## config.mk

```make
export PLATFORM = sky130hd
export DESIGN_NAME = tpose_mem
export DESIGN_NICKNAME = d
export VERILOG_FILES = /design/src/rtl/tpose_pkg.sv /design/src/rtl/tpose_seq_ctr.sv /design/src/rtl/tpose_store.sv /design/src/rtl/tpose_mem.sv
export SDC_FILE = /design/constraint.sdc
export NUM_CORES = 1
export LEC_CHECK = 0
export ABC_CLOCK_PERIOD_IN_PS = 8400
export BUFFER_PORTS_ARGS = -buffer_cell sky130_fd_sc_hd__buf_2
export CAP_MARGIN = 20
export CORE_ASPECT_RATIO = 1.1
export CORE_MARGIN = 1
export CORE_UTILIZATION = 30
export CTS_CLUSTER_DIAMETER = 30
export CTS_CLUSTER_SIZE = 30
export DETAILED_ROUTE_END_ITERATION = 7
export HOLD_SLACK_MARGIN = 0.03
export SLEW_MARGIN = 20
export SYNTH_ARGS = -nofsm -noshare
export SYNTH_HDL_FRONTEND = slang
export SYNTH_SLANG_ARGS = --single-unit
```

## constraint.sdc

```tcl
create_clock -name clk -period 8.4 [get_ports clk]
set_clock_uncertainty 0.1 [all_clocks]
set_input_delay 0.84 -clock clk [delete_from_list [all_inputs] [get_ports clk]]
set_output_delay 0.84 -clock clk [all_outputs]
set_load 0.01 [all_outputs]
```

## src/rtl/tpose_pkg.sv

```systemverilog
package tpose_pkg;
    // Elements per row and per column of the tile
    localparam int unsigned TP_DIM = 8;
    // Bits per element
    localparam int unsigned TP_EW  = 12;
endpackage

```

## src/rtl/tpose_seq_ctr.sv

```systemverilog
// Wrapping position counter that advances on a strobe.
module tpose_seq_ctr #(
    parameter int unsigned DEPTH = 8
) (
    input  logic                                     clk,
    input  logic                                     rst,
    input  logic                                     adv,
    output logic [(DEPTH > 1 ? $clog2(DEPTH) : 1)-1:0] pos
);
    localparam int unsigned PW = (DEPTH > 1) ? $clog2(DEPTH) : 1;
    localparam logic [PW-1:0] LAST = PW'(DEPTH - 1);

    always_ff @(posedge clk) begin
        if (rst) begin
            pos <= '0;
        end else if (adv) begin
            pos <= (pos == LAST) ? '0 : pos + 1'b1;
        end
    end


    pos_wrap_chk: assert property (@(posedge clk) disable iff (rst)
        (adv && pos == LAST) |=> pos == '0);


    pos_step_chk: assert property (@(posedge clk) disable iff (rst)
        (adv && pos != LAST) |=> pos == PW'($past(pos) + 1'b1));


    pos_hold_chk: assert property (@(posedge clk) disable iff (rst)
        !adv |=> $stable(pos));
endmodule

```

## src/rtl/tpose_store.sv

```systemverilog
// Row-written, column-read tile storage.
module tpose_store #(
    parameter int unsigned DIM = 8,
    parameter int unsigned EW  = 12
) (
    input  logic                                   clk,
    input  logic                                   rst,
    input  logic                                   we,
    input  logic [(DIM > 1 ? $clog2(DIM) : 1)-1:0] wsel,
    input  logic [DIM*EW-1:0]                      wdata,
    input  logic [(DIM > 1 ? $clog2(DIM) : 1)-1:0] rsel,
    output logic [DIM*EW-1:0]                      rdata
);
    localparam int unsigned BUS = DIM * EW;

    logic [BUS-1:0] row_q [DIM];

    for (genvar r = 0; r < DIM; r++) begin : g_row
        always_ff @(posedge clk) begin
            if (we && int'(wsel) == r) begin
                row_q[r] <= wdata;
            end
        end
        // Element r of the column is element rsel of row r
        assign rdata[r*EW +: EW] = row_q[r][int'(rsel)*EW +: EW];
    end


    row_write_chk: assert property (@(posedge clk) disable iff (rst)
        we |=> row_q[$past(wsel)] == $past(wdata));
endmodule

```

## src/rtl/tpose_mem.sv

```systemverilog
// Addressless transpose buffer: rows in, columns out.
module tpose_mem #(
    parameter int unsigned DIM = tpose_pkg::TP_DIM,
    parameter int unsigned EW  = tpose_pkg::TP_EW
) (
    input  logic              clk,
    input  logic              rst,
    input  logic              wr,
    input  logic              rd,
    input  logic [DIM*EW-1:0] row_in,
    output logic [DIM*EW-1:0] col_out
);
    localparam int unsigned PW = (DIM > 1) ? $clog2(DIM) : 1;

    logic [PW-1:0] wr_row;
    logic [PW-1:0] rd_col;

    tpose_seq_ctr #(.DEPTH(DIM)) u_wr_ctr (
        .clk (clk),
        .rst (rst),
        .adv (wr),
        .pos (wr_row)
    );

    tpose_seq_ctr #(.DEPTH(DIM)) u_rd_ctr (
        .clk (clk),
        .rst (rst),
        .adv (rd),
        .pos (rd_col)
    );

    tpose_store #(.DIM(DIM), .EW(EW)) u_store (
        .clk   (clk),
        .rst   (rst),
        .we    (wr),
        .wsel  (wr_row),
        .wdata (row_in),
        .rsel  (rd_col),
        .rdata (col_out)
    );


    ptr_reset_chk: assert property (@(posedge clk)
        rst |=> (wr_row == '0 && rd_col == '0));
endmodule

```

Yosys cells after proc, flatten, opt, wreduce, memory -nomap -nowiden
Memory sizes are Yosys's and may differ from the RTL's.
Cells that the tools add are included.
- bits in registers: 6
- RAM bits: 768
- output and inout port bits: 96
- logic and storage cells: 78
- memories: 1
- add/sub/neg operators: 2
- $mul: 1
- equality and inequality tests: 9
- shift-type cells: 8
- mux-type cells: 39
- reduce and logical (&&, ||, !) cells: 16
- memory list (name ; depth ; width ; rd ports ; clocked after memory_dff ; write ports ; line ; source):
    u_store.row_q ; 8 ; 96 ; 8 ; 0 ; 1 ; tpose_store.sv:16 ; logic [BUS-1:0] row_q [DIM];
- operators by type and width (operator ; number):
    96-bit by 8-bit indexed part select with 12-bit output ; 8
    96-bit two-way mux ; 7
    96-bit OR reduction ; 7
    3-bit two-way mux ; 9
    1-bit two-way mux ; 23
    3-bit equality test (second input constant) ; 6
    1-bit logical AND ; 8
    3-bit by 1-bit adder with 3-bit output (second input constant) ; 2
    3-bit by 2-bit equality test with 1-bit output (second input constant) ; 2
    3-bit by 2-bit multiplier with 5-bit output (second input constant) ; 1
    3-bit by 1-bit equality test with 1-bit output (second input constant) ; 1
    3-bit zero test ; 1

Longest topological paths before layout
Gate-level depths: netlist of the first run.
- depth after elaboration: 12
- gate-level depth with buffers: 5
- depth with buffers taken out: 4

By module
From an unflattened synthesis of the first run, not the netlist that was laid out.
- cell total of the unflattened synthesis: 1149
- area total of the unflattened synthesis: 29166.7 sq um
- by module, submodules not included (module ; times used ; cells an instance ; area an instance (sq um)):
    tpose_store ; 1 ; 1123 ; 28884.0
    tpose_seq_ctr ; 2 ; 13 ; 141.4

Least setup slack after synthesis of the first run
Ideal clock, no wire load.
- path kind: input-to-reg
- start point: input wr
- end point: memory u_store.row_q[0][0] (netlist bit) (enable)
- library setup time: 0.466 ns
- arrival: 3.512 ns
- data required time: 7.834 ns
- path slack: 4.322 ns
- stages on the path: 3
- cell sequence: clkbuf_1 > nor2b_1 > and2_1
- longest elaborated chain between the ends: 11
- elaborated cells on any way between the ends: 45
- ends and longest elaborated chain (what ; line ; source):
    start: declaration ; tpose_mem.sv:8 ; input logic wr,
    1-bit logical AND ; tpose_store.sv:20 ; if (we && int'(wsel) == r) begin
    1-bit two-way mux ; tpose_store.sv:20 ;
    1-bit two-way mux (implied by the code) ; tpose_store.sv:21 ; row_q[r] <= wdata;
    96-bit OR reduction (no line) ; n/a ;
    3-bit two-way mux (no line) / 1-bit two-way mux (equally long branches) (7 in a row) ; n/a ;
    end: declaration ; tpose_store.sv:16 ;
Several ways; a longest one is shown, not always the timed one.

Worst setup path in the final report of the first run
- start point: register u_rd_ctr.pos[0] (netlist bit)
- end point: output col_out[8]
- longest elaborated chain between the ends: 2
- ends and longest elaborated chain (what ; line ; source):
    start: declaration ; tpose_seq_ctr.sv:8 ; output logic [(DEPTH > 1 ? $clog2(DEPTH) : 1)-1:0] pos
    start signal: assignment ; tpose_seq_ctr.sv:17 ; pos <= (pos == LAST) ? '0 : pos + 1'b1;
    3-bit by 2-bit multiplier with 5-bit output ; tpose_store.sv:25 ; assign rdata[r*EW +: EW] = row_q[r][int'(rsel)*EW +: EW];
    96-bit by 8-bit indexed part select with 12-bit output ; tpose_store.sv:25 ;
    end: declaration ; tpose_mem.sv:11 ; output logic [DIM*EW-1:0] col_out
Every way passes these cells.

==> results of run 1 <==
[layer usage]
layer,vias up,track usage (%)
li1,5623,-
met1,7001,17.0
met2,386,21.2
met3,115,3.34
met4,6,4.79
met5,-,0
[critical path, stage by stage (launching register included)]
cell and delay (ns):
dfxtp_4 0.97, buf_4 0.86, mux4_2 0.60, mux2_2 0.36, buf_2 0.17
[area by class of cell]
cell class	count	area [sq um]
multi-input cells	319	5680
clock inverters	94	1040
repair buffers	209	1090
inverters	3	11.3
diodes	1	2.50
well taps	1270	1590
flip-flops and latches	774	23200
clock buffers	167	3820
fillers	8604	59600
[flip-flops by register name (all words and copies together), names as in the netlist]
name           count
u_store.row_q    768
u_wr_ctr.pos       3
u_rd_ctr.pos       3
[cell families (layout without fill, tap and decap cells)]
family | Yosys count | count (layout) | share of synthesized area [%]
flip-flops | 774 | 774 | 79.4
multiplexers | 291 | 291 | 18.6
buffers and inverters | 58 | 473 | 1.24
AND/OR/NAND/NOR | 17 | 17 | 0.347
adder cells (fa/ha/maj) | 8 | 8 | 0.343
AO/OA/AOI/OAI | 3 | 3 | 0.0600
other | 0 | 1 | 0
[metrics by stage]
stage,hold WS [ns],setup WS [ns]
final,0.272,3.69
after global routing,0.241,3.33
after CTS,0.211,3.47
after detailed placement,0.467,4.27
after global placement,0.406,4.30
after floorplan,0.386,4.32
[power by group]
group	leakage, nW	switching [W]	internal [W]
Clock	2.33	0.00194	0.00373
Combinational	2.38	0.000279	0.000221
Sequential	7.03	0.0000397	0.00436
[final timing paths]
check,endpoint,slack [ns]
setup / recovery,col_out[8],3.69
hold / removal,u_rd_ctr.pos[0],0.27
setup reg to reg,u_store.row_q[1][346],5.64
hold reg to reg,u_wr_ctr.pos[1],0.49
[placed cells by master, fill, tap and decap left out]
master / netlist / routed
edfxtp_1: 768 / 768
buf_2: 7 / 195
mux4_2: 192 / 192
clkbuf_16: 0 / 150
mux2_2: 96 / 96
clkinv_2: 0 / 19
clkbuf_1: 22 / 17
clkinvlp_4: 0 / 17
clkinv_1: 0 / 17
bufinv_16: 0 / 15
buf_4: 0 / 13
inv_6: 0 / 11
ha_1: 8 / 8
clkinv_4: 0 / 7
and2_4: 0 / 5
clkinv_8: 0 / 5
nor2_1: 4 / 4
inv_1: 3 / 3
and3_4: 0 / 3
mux2i_1: 3 / 3
inv_16: 0 / 3
dfxtp_4: 0 / 3
dfxtp_1: 6 / 3
or3b_2: 2 / 2
nand2b_1: 2 / 2
a21oi_1: 2 / 2
diode_2: 0 / 1
nor2b_1: 1 / 1
a211oi_1: 1 / 1
buf_12: 0 / 1
==> flow_summary_export.csv, run 1 <==
group,metric,value,unit
synth,synth_top_area_share,79.0,%
worst_setup_path,r2r_cells,4,
routing,drtIter0Drc,918,
synth,yosys.area.top_type,"edfxtp_1",
finish,layout.nets,1559,
worst_setup_path,worstSetupEndpointType,"primary output",
clocking,clockRootBuffer,"clkbuf_16",
die,std_cell_rows,119,
synth,synth-edff-count,768,
place,dpl.cell_count,2575,
sta,setup_viol,0,
routing,wl_met1,27.1,mm
synth,synth.ff_latch_count,774,
sta,period_needed,4.71,ns
power,powerDensity,290,nW/um^2
routing,avgViaCountPerCell,4.63,
outcome,outcome,"complete, no violations",
place,portBuffers,195,
synth,synth.area.top_cells,"edfxtp_1 79%, mux4_2 15%, mux2_2 3.7%",
worst_setup_path,crit_arrival,3.77,ns
synth,yosysMostFrequentCell,"edfxtp_1",
die,core_region_area,96000,sq um
worst_setup_path,setup.worst_path.class,"register to primary output",
clocking,cts_setup_buffers,0,
worst_setup_path,critical_path_required,7.46,ns
finish,design_area,36400,sq um
routing,drc,0,
run,maxCapViolations,0,
grt,first_global_vias,14300,
sta,fmax,213,MHz
sta,rsz0062_at_grt,"false",
synth,syn_nets,1259,
clocking,clkTransAtPathRegs,0.05,ns
hold_path,min_from,"rst",
synth,synth_area,29200,sq um
routing,wl_met3,3.44,mm
clocking,cts_tree,"yes",
routing,num_vias,13100,
sta,relSlewSlack,27.9,%
finish,final_cells,2837,
clocking,post_cts_resized,0,
routing,highest_layer,"met5",
worst_setup_path,path_max_fanout,47,
synth,synth-main-ff-cell,"edfxtp_1",
grt,grt-ovfl-total,0,
power,ir_drop,0.206,mV
synth,yosysWarningCount,0,
synth,ys_seq_area_share,79.4,%
sta,final_max_slew_viol_count,0,
synth,synth_cell_types,19,
worst_setup_path,start_kind,"register",
sta,tightest_slew,1.08,ns
grt,grt_max_degree,68,
place,hpwl,36.8,mm
finish,final_layout_size_suffix_gt1_share,47.1,%
clocking,clockBufferDepth,3,
routing,final_antenna_net_count,0,
sta,finalHoldViolations,0,
finish,area_growth,24.8,%
worst_setup_path,critPathLaunch,"u_rd_ctr.pos[0]",
grt,antenna_found_initial,9,
clocking,cts_sinks,774,
clocking,htreeDepth,4,
synth,avgSynthCellArea,25.4,sq um
routing,routed-wl-met2,31.6,mm
hold_path,min_path_type,"input pin to register",
power,power.leakage,11.7,nW
finish,final_core_util,37.9,%
routing,wl,63.5,mm
sta,setup-tns-final,0,ns
grt,grtUsageTotal,13.1,%
die,die-area,98600,sq um
sta,fin_crit_sh,56.0,%
clocking,cts_made_buffers,144,
synth,synth_common_cells,"768 x edfxtp_1, 192 x mux4_2, 96 x mux2_2",
place,gp_congestion,0.694,
routing,wl_per_cell,22.4,um
worst_setup_path,r2r-start,"u_wr_ctr.pos[0]",
grt,grt_first_pass_wirelength,93.9,mm
die,die_w,299,um
synth,async_reset_ff_share,0,%
synth,synth_cells,1151,
hold_path,holdPathStages,2,
die,die_h,329,um
clocking,clock_latency,0.70,ns
die,initial_core_util,30.4,%
place,placed_cell_area,31600,sq um
power,power,0.0106,W
die,io-pin-count,196,
clocking,ctsHoldBuffers,0,
routing,dr.pass1.iters,5,
No activity file was read; power rests on OpenSTA's default activity.
==> run 2, diff against run 1 <==
- ABC_CLOCK_PERIOD_IN_PS: 8400 -> 4900
- clock period: 8.4 -> 4.9 ns (I/O delays scaled with it)
==> run 2 against run 1 <==
Against the previous run: total power increased by 65%; wire length increased by 1.1%; die area unchanged; utilization increased by 0.83 points; first-iteration DRC count decreased by 8.7%; register-to-register slack got worse by 3.4 ns; combinational power increased by 92%; sequential cell count unchanged; non-clock buffer count increased by 110; sequential power increased by 71%; clock power increased by 59%; hold slack improved by 0.16 ns.
==> flow_summary_export.csv, run 2 (synthesis results as in run 1) <==
group,metric,value,unit
power,powerDensity,470,nW/um^2
die,initial_core_util,30.4,%
routing,final_antenna_net_count,0,
routing,drtIter0Drc,838,
finish,layout.nets,1655,
finish,area_growth,27.5,%
sta,rsz0062_at_grt,"false",
worst_setup_path,ff2ff_setup_slack,2.20,ns
grt,grt-ovfl-total,0,
finish,nFillCells,8483,
place,placed_cell_area,31600,sq um
place,gp_congestion,0.710,
finish,largestRegisters,"u_store.row_q (768), u_rd_ctr.pos (3), u_wr_ctr.pos (3)",
clocking,cts_sinks,774,
hold_path,min_path_type,"register to register",
clocking,cts_setup_buffers,0,
place,place_ws,1.99,ns
routing,wl_met3,3.38,mm
clocking,cts_tree,"yes",
sta,final_max_slew_viol_count,0,
run,maxCapViolations,0,
die,die_h,329,um
finish,top_register,"u_store.row_q",
worst_setup_path,path_max_fanout,63,
die,io-pin-count,196,
clocking,clockBufferDepth,3,
grt,grt_first_pass_wirelength,94.8,mm
power,power.leakage,12.1,nW
routing,dr.pass1.iters,5,
routing,highest_layer,"met5",
sta,setup_viol,0,
finish,final_layout_size_suffix_gt1_share,43.9,%
routing,avgViaCountPerCell,4.61,
sta,setup-tns-final,0,ns
sta,finalHoldViolations,0,
grt,antenna_found_initial,5,
clocking,clock_latency,0.70,ns
worst_setup_path,critical_path_required,4.31,ns
grt,grt_max_degree,78,
sta,period_needed,3.53,ns
sta,fmax,284,MHz
clocking,cts_made_buffers,130,
sta,worst_slack,1.37,ns
place,hpwl,37.8,mm
die,std_cell_rows,119,
routing,wl_per_cell,22.0,um
routing,routed-wl-met2,32.1,mm
finish,layout_commonest_cell,"edfxtp_1",
grt,grtUsageTotal,13.1,%
routing,drc,0,
sta,tightest_slew,1.03,ns
finish,diodes,0,
die,core_region_area,96000,sq um
grt,first_global_vias,14500,
place,portBuffers,195,
routing,num_vias,13500,
outcome,outcome,"complete, no violations",
routing,wl,64.2,mm
finish,largest_reg_flops,768,
sta,relSlewSlack,31.1,%
power,ir_drop,0.299,mV
worst_setup_path,worstSetupEndpointType,"primary output",
worst_setup_path,crit_arrival,2.94,ns
finish,final_cell_mix,"768 x edfxtp_1, 195 x buf_2, 192 x mux4_2",
die,die_w,299,um
finish,design_area,37200,sq um
worst_setup_path,start_kind,"register",
worst_setup_path,setup.worst_path.class,"register to primary output",
routing,wl_met1,27.2,mm
clocking,clkTransAtPathRegs,0.05,ns
sta,fin_crit_sh,72.0,%
clocking,clockRootBuffer,"clkbuf_16",
die,die-area,98600,sq um
clocking,htreeDepth,4,
power,power,0.0175,W
run 2: final cells by class:
| type | instances | area, sq um | share of cell area [%] |
|---|---|---|---|
| Sequential cell | 774 | 23200 | 62.3 |
| Multi-Input combinational cell | 319 | 5680 | 15.3 |
| Tap cell | 1270 | 1590 | 4.27 |
| Clock inverter | 84 | 1060 | 2.86 |
| Timing Repair Buffer | 319 | 2320 | 6.22 |
| Clock buffer | 149 | 3370 | 9.05 |
| Inverter | 3 | 11.3 | 0.0303 |
run 2: timing repair:
item | CTS | global route
resized for setup | 0 | 0
hold buffers | 100 | 0
endpoints found under the hold margin | 765 | 0
setup endpoints to repair | 0 | 0
run 2: worst paths after layout:
check | to | depth (start not counted) | startpoint
max reg2reg | u_store.row_q[0][343] | 4 | u_wr_ctr.pos[0]
max | col_out[8] | 4 | u_rd_ctr.pos[1]
min | u_wr_ctr.pos[0] | 2 | u_wr_ctr.pos[0]
min reg2reg | u_wr_ctr.pos[0] | 2 | u_wr_ctr.pos[0]
run 2: metrics by stage:
step                hold WS (ns)  cells  utilization, %
floorplan                  0.386   1151               -
global placement           0.401   2579            33.0
detailed placement         0.428   2579            33.0
CTS                        0.436   2912            38.6
global route               0.482   2918            38.8
finish                     0.435   2918            38.8
run 2: report_power, final:
part | switching (W) | internal [W]
Sequential | 0.0000547 | 0.00747
Clock | 0.00321 | 0.00580
Combinational | 0.000516 | 0.000444
run 2: layer usage:
layer  vias up  global-route usage, %
li1       5808                      -
met1      7169                   16.8
met2       351                   21.5
met3       127                   3.25
met4         2                   4.82
met5         -                      0
run 2: critical path, cell delays in order, from the launching register on:
cell and delay [ns]:
dfxtp_4 0.87, buf_12 0.40, mux4_2 0.37, mux2_2 0.35
buf_2 0.17
==> run 3, diff against run 2 <==
- ABC_CLOCK_PERIOD_IN_PS: 4900 -> 2900
- clock period: 4.9 -> 2.9 ns (I/O delays scaled with it)
==> run 3 against run 2 <==
Against the previous run: the run now ends with negative setup slack left; combinational power rose by 120%; critical endpoint is now col_out[16]; global-route usage rose by 0.95 points; via count rose by 3.7%; critical path type unchanged; clock-buffer cell count rose by 19; register-to-register slack got worse by 1.3 ns.
==> flow_summary_export.csv, run 3 (synthesis results as in run 1) <==
group,metric,value,unit
outcome,outcome,"complete, but fails checks",
outcome,violations,"negative setup slack",
clocking,clockBufferDepth,3,
die,std_cell_rows,119,
worst_setup_path,r2r_cells,8,
worst_setup_path,r2r-start,"u_rd_ctr.pos[0]",
power,powerDensity,802,nW/um^2
finish,largest_reg_flops,768,
routing,final_antenna_net_count,0,
routing,wl,68.4,mm
routing,avgViaCountPerCell,4.65,
die,die_h,329,um
sta,fmax,342,MHz
finish,regArea,23200,sq um
worst_setup_path,path_max_fanout,9,
worst_setup_path,cp_slowest_cell,"mux4_2",
power,power.leakage,13.1,nW
die,die_w,299,um
place,hpwl,39.1,mm
routing,dr.pass1.iters,7,
finish,diodes,0,
sta,final_max_slew_viol_count,0,
worst_setup_path,slowest_delay,0.54,ns
power,switchingPower,0.00683,W
sta,setup_viol,10,
clocking,cts_tree,"yes",
finish,design_area,39500,sq um
finish,layout_commonest_cell,"edfxtp_1",
clocking,clkTransAtPathRegs,0.05,ns
place,placed_cell_area,32100,sq um
power,switching_share,21.5,%
grt,grt_first_pass_wirelength,101,mm
sta,setup-tns-final,-0.0858,ns
routing,wl_per_cell,22.8,um
sta,worst_slack,-0.0258,ns
sta,fin_crit_sh,101,%
place,gp_congestion,0.730,
finish,multi_input_area,5870,sq um
sta,finalHoldViolations,0,
die,io-pin-count,196,
worst_setup_path,start_kind,"register",
power,p_comb_share,6.5,%
clocking,cts_made_buffers,144,
clocking,clockRootBuffer,"clkbuf_16",
place,portBuffers,195,
finish,final_cells,3003,
sta,period_needed,2.93,ns
worst_setup_path,crit_chain,"buf_6, buf_16, buf_16, mux4_2, mux2_2, buf_2",
clocking,htreeDepth,4,
die,die-area,98600,sq um
grt,grt_use_met3,3.38,%
grt,antenna_found_initial,1,
power,share_seq_of_total_power,40.0,%
finish,nFillCells,8256,
finish,area_growth,35.3,%
worst_setup_path,rr_endpoint,"u_rd_ctr.pos[0]",
finish,final_layout_size_suffix_gt1_share,46.9,%
hold_path,min_from,"row_in[28]",
grt,top_usage_layer,"met2",
hold_path,holdPathStages,2,
place,dpl.cell_count,2603,
grt,gr-usage-met1,17.4,%
finish,largestRegisters,"u_store.row_q (768), u_rd_ctr.pos (3), u_wr_ctr.pos (3)",
power,clock_power_share,53.5,%
finish,layout.nets,1724,
grt,met2_usage,23.7,%
hold_path,min_path_type,"input pin to register",
die,core_region_area,96000,sq um
worst_setup_path,cpMostUsedCell,"buf_16",
worst_setup_path,ff2ff_setup_slack,0.86,ns
sta,tightest_slew,0.658,ns
worst_setup_path,worstSetupEndpointType,"primary output",
run,maxCapViolations,0,
sta,relSlewSlack,56.1,%
worst_setup_path,setup.worst_path.class,"register to primary output",
die,initial_core_util,30.4,%
routing,drtIter0Drc,966,
power,internal_power,0.0249,W
finish,final_cell_mix,"768 x edfxtp_1, 192 x mux4_2, 152 x clkbuf_16",
worst_setup_path,critical_path_required,2.51,ns
clocking,cts_sinks,774,
power,power,0.0317,W
worst_setup_path,crit_arrival,2.54,ns
clocking,clock_latency,0.71,ns
finish,top_register,"u_store.row_q",
routing,num_vias,14000,
grt,grt_max_degree,65,
grt,grtUsageTotal,14.1,%
grt,grt-ovfl-total,0,
routing,drc,0,
hold_path,holdPathEnd,"u_store.row_q[0][316]",
grt,first_global_vias,15100,
sta,rsz0062_at_grt,"true",
power,ir_drop,0.635,mV
==> run 3: power by group through the flow <==
stage                     clock network, W  logic, W  registers, W
after detailed placement                 0   0.00164        0.0129
after floorplan                          0  0.000915        0.0129
final                               0.0169   0.00207        0.0127
after global routing                0.0178   0.00222        0.0127
after global placement                   0   0.00162        0.0129
after CTS                           0.0172   0.00205        0.0127
==> run 3: layer usage <==
metal	vias up	wire length [um]
met1	7450	28300
met5	-	8
met3	127	3350
met2	389	35100
li1	5982	-
met4	2	1700
==> run 3: area by class of cell <==
type                            instances  area share (%)
Tap cell                             1270            4.02
Inverter                                3          0.0285
Clock buffer                          168            9.69
Multi-Input combinational cell        319            14.9
Timing Repair Buffer                  374            9.73
Sequential cell                       774            58.7
Clock inverter                         95            2.97
==> run 3: how the worst max path moves through the flow <==
stage,start,endpoint,slack (ns)
4_1_cts,u_rd_ctr.pos[0],col_out[80],-0.10
5_1_grt,u_rd_ctr.pos[0],col_out[73],-0.12
3_5_place_dp,u_rd_ctr.pos[0],col_out[75],0.44
3_3_place_gp,u_rd_ctr.pos[0],col_out[80],0.45
6_report,u_rd_ctr.pos[0],col_out[16],-0.03
2_1_floorplan,wr,u_store.row_q[0][0],0.44
==> run 3: what timing repair did <==
item,in CTS,in global routing
cloned,12,3
hold buffers,100,0
endpoints found under the setup margin,95,92
endpoints found under the hold margin,774,0
pin swaps,0,0
gates resized for setup,111,52
buffers inserted,20,4
==> run 3: per-stage QoR <==
| step | setup slack [ns] | hold slack (ns) | util (%) |
|---|---|---|---|
| floorplan | 0.440 | 0.259 | - |
| global placement | 0.446 | 0.405 | 33.5 |
| detailed placement | 0.444 | 0.431 | 33.5 |
| CTS | -0.104 | 0.264 | 40.8 |
| global route | -0.117 | 0.293 | 41.1 |
| finish | -0.0258 | 0.322 | 41.1 |
==> run 3: critical path: cells and delay by family (launching register included) <==
kind	cells	cell delay [ns]
mux	2	0.84
buf+inv	4	0.59
flops	1	0.38
